### config.mk
export PLATFORM = sky130hd
export DESIGN_NAME = prio_gate
export DESIGN_NICKNAME = d
export VERILOG_FILES = /design/src/rtl/tpg_pkg.sv /design/src/rtl/tpg_prio_reg.sv /design/src/rtl/tpg_pend_bank.sv /design/src/rtl/tpg_select.sv /design/src/rtl/prio_gate.sv
export SDC_FILE = /design/constraint.sdc
export NUM_CORES = 1
export LEC_CHECK = 0
export BUFFER_PORTS_ARGS = -buffer_cell sky130_fd_sc_hd__buf_2
export CORE_MARGIN = 1
export CORE_UTILIZATION = 41
export DETAILED_ROUTE_END_ITERATION = 6
export PLACE_DENSITY = 0.86
export SKIP_CTS_REPAIR_TIMING = 1
export SYNTH_ARGS = -nofsm -noshare
export SYNTH_HDL_FRONTEND = slang
export SYNTH_SLANG_ARGS = --single-unit
### constraint.sdc
create_clock -name clk -period 2.58 [get_ports clk]
set_input_delay 0.129 -clock clk [delete_from_list [all_inputs] [get_ports clk]]
set_output_delay 0.129 -clock clk [all_outputs]
set_load 0.005 [all_outputs]
### src/rtl/tpg_pkg.sv
package tpg_pkg;

    localparam int TPG_REG_W  = 64;
    localparam int TPG_PRIO_W = 4;

    typedef enum logic [0:0] {
        S_IDLE  = 1'b0,
        S_OFFER = 1'b1
    } gate_state_e;

endpackage

### src/rtl/tpg_prio_reg.sv
module tpg_prio_reg #(
    parameter int REG_W  = 64,
    parameter int PRIO_W = 4
) (
    input  logic              clk,
    input  logic              rst_n,
    input  logic              wr_en,
    input  logic [REG_W-1:0]  wr_data,
    output logic [PRIO_W-1:0] tpr_d,
    output logic [REG_W-1:0]  rd_data,
    output logic              wr_err
);

    localparam int RSV_W = REG_W - PRIO_W;

    logic [PRIO_W-1:0] tpr_q;
    logic              rsv_hit;
    logic              wr_ok;
    logic              wr_bad;

    // Any reserved bit set refuses the write
    assign rsv_hit = |wr_data[REG_W-1:PRIO_W];
    assign wr_ok   = wr_en && !rsv_hit;
    assign wr_bad  = wr_en && rsv_hit;

    always_comb begin
        tpr_d = wr_ok ? wr_data[PRIO_W-1:0] : tpr_q;
    end

    always_ff @(posedge clk or negedge rst_n) begin
        if (!rst_n) begin
            tpr_q  <= '0;
            wr_err <= 1'b0;
        end else begin
            tpr_q  <= tpr_d;
            wr_err <= wr_bad;
        end
    end

    assign rd_data = {{RSV_W{1'b0}}, tpr_q};

endmodule

### src/rtl/tpg_pend_bank.sv
module tpg_pend_bank #(
    parameter int NCLS = 16
) (
    input  logic            clk,
    input  logic            rst_n,
    input  logic [NCLS-1:0] req,
    input  logic [NCLS-1:0] clr,
    output logic [NCLS-1:0] pend_d
);

    // Class 0 is never a legal request
    localparam logic [NCLS-1:0] LIVE = ~(NCLS'(1));

    logic [NCLS-1:0] pend_q;

    // New requests win over a same-cycle retirement
    assign pend_d = (pend_q & ~clr) | (req & LIVE);

    always_ff @(posedge clk or negedge rst_n) begin
        if (!rst_n) begin
            pend_q <= '0;
        end else begin
            pend_q <= pend_d;
        end
    end

endmodule

### src/rtl/tpg_select.sv
module tpg_select #(
    parameter int PRIO_W = 4,
    parameter int NCLS   = 16
) (
    input  logic [PRIO_W-1:0] tpr,
    input  logic [NCLS-1:0]   pend,
    output logic              any,
    output logic [PRIO_W-1:0] best
);

    logic [NCLS-1:0] elig;

    // Per-class threshold comparison
    for (genvar g = 0; g < NCLS; g++) begin : g_cls
        assign elig[g] = pend[g] && (PRIO_W'(g) > tpr);
    end

    // Ascending scan: the last hit is the highest class
    always_comb begin
        any  = |elig;
        best = '0;
        for (int c = 1; c < NCLS; c++) begin
            if (elig[c]) begin
                best = PRIO_W'(c);
            end
        end
    end

endmodule

### src/rtl/prio_gate.sv
module prio_gate
    import tpg_pkg::*;
#(
    parameter int REG_W  = TPG_REG_W,
    parameter int PRIO_W = TPG_PRIO_W
) (
    input  logic                     clk,
    input  logic                     rst_n,
    input  logic                     wr_en,
    input  logic [REG_W-1:0]         wr_data,
    output logic [REG_W-1:0]         rd_data,
    output logic                     wr_err,
    input  logic [(1<<PRIO_W)-1:0]   req_vec,
    input  logic                     irq_ack,
    output logic                     irq_valid,
    output logic [PRIO_W-1:0]        irq_class
);

    localparam int NCLS = 1 << PRIO_W;

    logic [PRIO_W-1:0] tpr_d;
    logic [NCLS-1:0]   pend_d;
    logic [NCLS-1:0]   clr_vec;
    logic              any_d;
    logic [PRIO_W-1:0] best_d;
    logic              retire;

    gate_state_e       state_q;
    gate_state_e       state_d;
    logic [PRIO_W-1:0] cls_q;

    tpg_prio_reg #(.REG_W(REG_W), .PRIO_W(PRIO_W)) u_reg (
        .clk     (clk),
        .rst_n   (rst_n),
        .wr_en   (wr_en),
        .wr_data (wr_data),
        .tpr_d   (tpr_d),
        .rd_data (rd_data),
        .wr_err  (wr_err)
    );

    tpg_pend_bank #(.NCLS(NCLS)) u_pend (
        .clk    (clk),
        .rst_n  (rst_n),
        .req    (req_vec),
        .clr    (clr_vec),
        .pend_d (pend_d)
    );

    // Selection looks at next-state pending and priority so that
    // the output register never repeats a retired class
    tpg_select #(.PRIO_W(PRIO_W), .NCLS(NCLS)) u_sel (
        .tpr  (tpr_d),
        .pend (pend_d),
        .any  (any_d),
        .best (best_d)
    );

    assign retire  = (state_q == S_OFFER) && irq_ack;
    assign clr_vec = retire ? (NCLS'(1) << cls_q) : '0;

    // Transition logic
    always_comb begin
        state_d = state_q;
        unique case (state_q)
            S_IDLE:  state_d = any_d ? S_OFFER : S_IDLE;   // IDLE_TO_OFFER / IDLE_HOLD
            S_OFFER: state_d = any_d ? S_OFFER : S_IDLE;   // OFFER_HOLD / OFFER_TO_IDLE
            default: state_d = S_IDLE;
        endcase
    end

    // State register
    always_ff @(posedge clk or negedge rst_n) begin
        if (!rst_n) begin
            state_q <= S_IDLE;
            cls_q   <= '0;
        end else begin
            state_q <= state_d;
            cls_q   <= any_d ? best_d : '0;
        end
    end

    // Outputs
    always_comb begin
        irq_valid = (state_q == S_OFFER);
        irq_class = cls_q;
    end

endmodule

==> results.ini <==
[layout]
final_cell_mix = 92 x buf_2, 60 x conb_1, 30 x nand2_1, 25 x dfrtp_1, 15 x nor4_1
fin_util_pct = 50.6
final_common_cell = buf_2
layout-drive-gt1-share_pct = 33.8
antenna_cells = 0
seq_area_um2 = 626
design_area_mm2 = 0.00244
fillCellCount = 485
areaGrowthSynthToFinish_pct = 16.9
final-instance-count-excl-fill = 410
multi_input_area_mm2 = 0.00114
nets = 428

[synth]
ys_seq_elements = 25
syn_area_mm2 = 0.00209
synth_cell_types = 47
yosysSeqAreaShare_pct = 30.0
avgSynthCellArea_um2 = 8.38
async_flop_share_pct = 100
ys_warn_count = 0
ys.flop_type = dfrtp_1
synth_edf_count = 0
synthCells = 249

[cts]
cts_buffers = 3
clkLatencyLatePin_ns = 0.27
clock_path_buffers = 2
path_clk_slew_ns = 0.08
h-tree-depth = 1
cts-root-buf = clkbuf_8
cts.sinks = 25
cts_tree = built

[timing]
max_slew_margin_pct = 56.3
hold_viol_final = 0
layout_min_cycle_time_ns = 2.31
max_freq_mhz = 433
finClkSkew_ns = 0.00350
hold_ws_ns = 0.0643
rsz0062_at_grt = no
finalCritPeriodShare_pct = 89.6
worst_pin_slew_ns = 0.638
setup_tns_ns = 0
setup_viol = 0
drv_slew = 0

[placement]
port-buffer-count = 92
dp_hpwl_um = 4160
dpl-instance-area_mm2 = 0.00238
gp_congestion = 0.854
dpl.cell_count = 405

[power_and_ir_drop]
power.leakage_nw = 1.15
power_density_mw_per_mm2 = 313
vdd_drop_max_v = 0.000174

[floorplan]
coreArea_mm2 = 0.00482
die_x_um = 73.3
num_rows = 25
die_h_um = 73.3
dieArea_mm2 = 0.00538
start_util_pct = 43.3
boundaryPins = 154

[routing]
remaining_drc_errors = 0
antenna_left = 0
via_per_inst = 4.80
drt-initial-drc-count = 109
firstDrtPassIters = 4
drt_wl_total_um = 4900
wire_per_inst_um = 11.9
vias = 1969

[critical_path]
slowest_stage = mux2i_2
cp_max_fo = 16
crit_required_ns = 2.73
critPathCaptureType = register
ff2ff_setup_slack_ns = 0.43
crit_type = in2reg
cp_cell_sequence = buf_2, nor4_1, nand2_1, nor4_4, nand3_4, mux2i_2, o21ai_0, a211o_1, a211oi_1, nand3_1
cp.arrival_ns = 2.47
startpoint_type = primary input
critical-path-max-stage-delay_ns = 0.42

[global_routing]
grt_pass1_vias = 1628
grt_max_degree = 26
grt_overflow = 0
track_usage_pct = 17.6
antenna_found_initial = 0
grt_pass1_wl_um = 7210

[worst_hold_path]
hold_class = in2reg

[flow_run]
cap_violations = 0

[status]
status = completed

[cells in the mapped netlist (all sizes together) (3+ instances only)]
| cell type | number | area share, % |
|---|---|---|
| mux2 | 5 | 2.9 |
| mux2i | 5 | 2.8 |
| nor4 | 16 | 5.5 |
| nand3 | 11 | 3.2 |
| buf | 63 | 23 |
| o22ai | 4 | 1.2 |
| inv | 14 | 2.5 |
| o21ai | 8 | 1.9 |
| nor3 | 3 | 0.96 |
| nor2 | 14 | 2.5 |
| dfrtp | 25 | 30 |
| a21oi | 14 | 3.5 |
| nand2 | 30 | 5.4 |
| a21o | 7 | 2.7 |
[metrics by stage]
| step | total power, W | worst slack (ns) |
|---|---|---|
| after floorplan | 0.000519 | 0.407 |
| after global placement | 0.000532 | 0.0730 |
| after detailed placement | 0.000536 | 0.00358 |
| after CTS | 0.000767 | 0.298 |
| after global routing | 0.000801 | 0.0328 |
| final | 0.000762 | 0.268 |
[kinds of logic (layout without fill, tap and decap cells)]
group                  Yosys count  count (layout)  synth area share [%]
buffers and inverters           78             113                  25.7
other                            1              60                 0.180
AOI/OAI and AO/OA               53              53                  18.1
and+or+nand+nor                 82              82                  20.4
DFF                             25              25                  30.0
muxes                           10              10                  5.64
[metal layers]
layer / global-route usage (%) / wire length, µm
met1: 20.6 / 2010
met2: 32.2 / 2480
met3: 3.02 / 338
met4: 6.20 / 75
met5: 0 / 0
[cell type report]
class	instances	share of cell area, %
Clock buffer	4	1.85
Multi-Input combinational cell	205	47.0
Tap cell	67	3.44
Sequential cell	25	25.7
Inverter	14	2.16
Timing Repair Buffer	95	19.9
[sequential cells by signal (all words and copies together) (netlist names)]
| name | cells |
|---|---|
| irq_valid | 1 |
| u_reg.wr_err | 1 |
| irq_class | 4 |
| u_reg.tpr_q | 4 |
| u_pend.pend_q | 15 |
[path summary, 6_finish.rpt]
path                                   from                 to  cells past startpoint
max                             wr_data[15]          irq_valid                     10
min reg2reg                u_pend.pend_q[5]   u_pend.pend_q[5]                      2
min in group asynchronous             rst_n  u_pend.pend_q[11]                      2
max in group asynchronous             rst_n   u_pend.pend_q[4]                      2
max reg2reg                    irq_class[2]          irq_valid                      9
min                              req_vec[1]   u_pend.pend_q[1]                      3
[worst max-delay path, delay by kind of cell]
family | cells | cell delay [ns]
AND/OR/NAND/NOR | 5 | 1.13
AO/OA/AOI/OAI | 3 | 0.69
multiplexers | 1 | 0.42
buffers and inverters | 1 | 0.09
[power by group]
group	internal (W)	total (W)	switching (W)
clock network	0.000111	0.000232	0.000122
logic	0.0000585	0.000127	0.0000688
registers	0.000397	0.000402	0.00000531
Note: power is estimated with default switching activity, not from simulation.
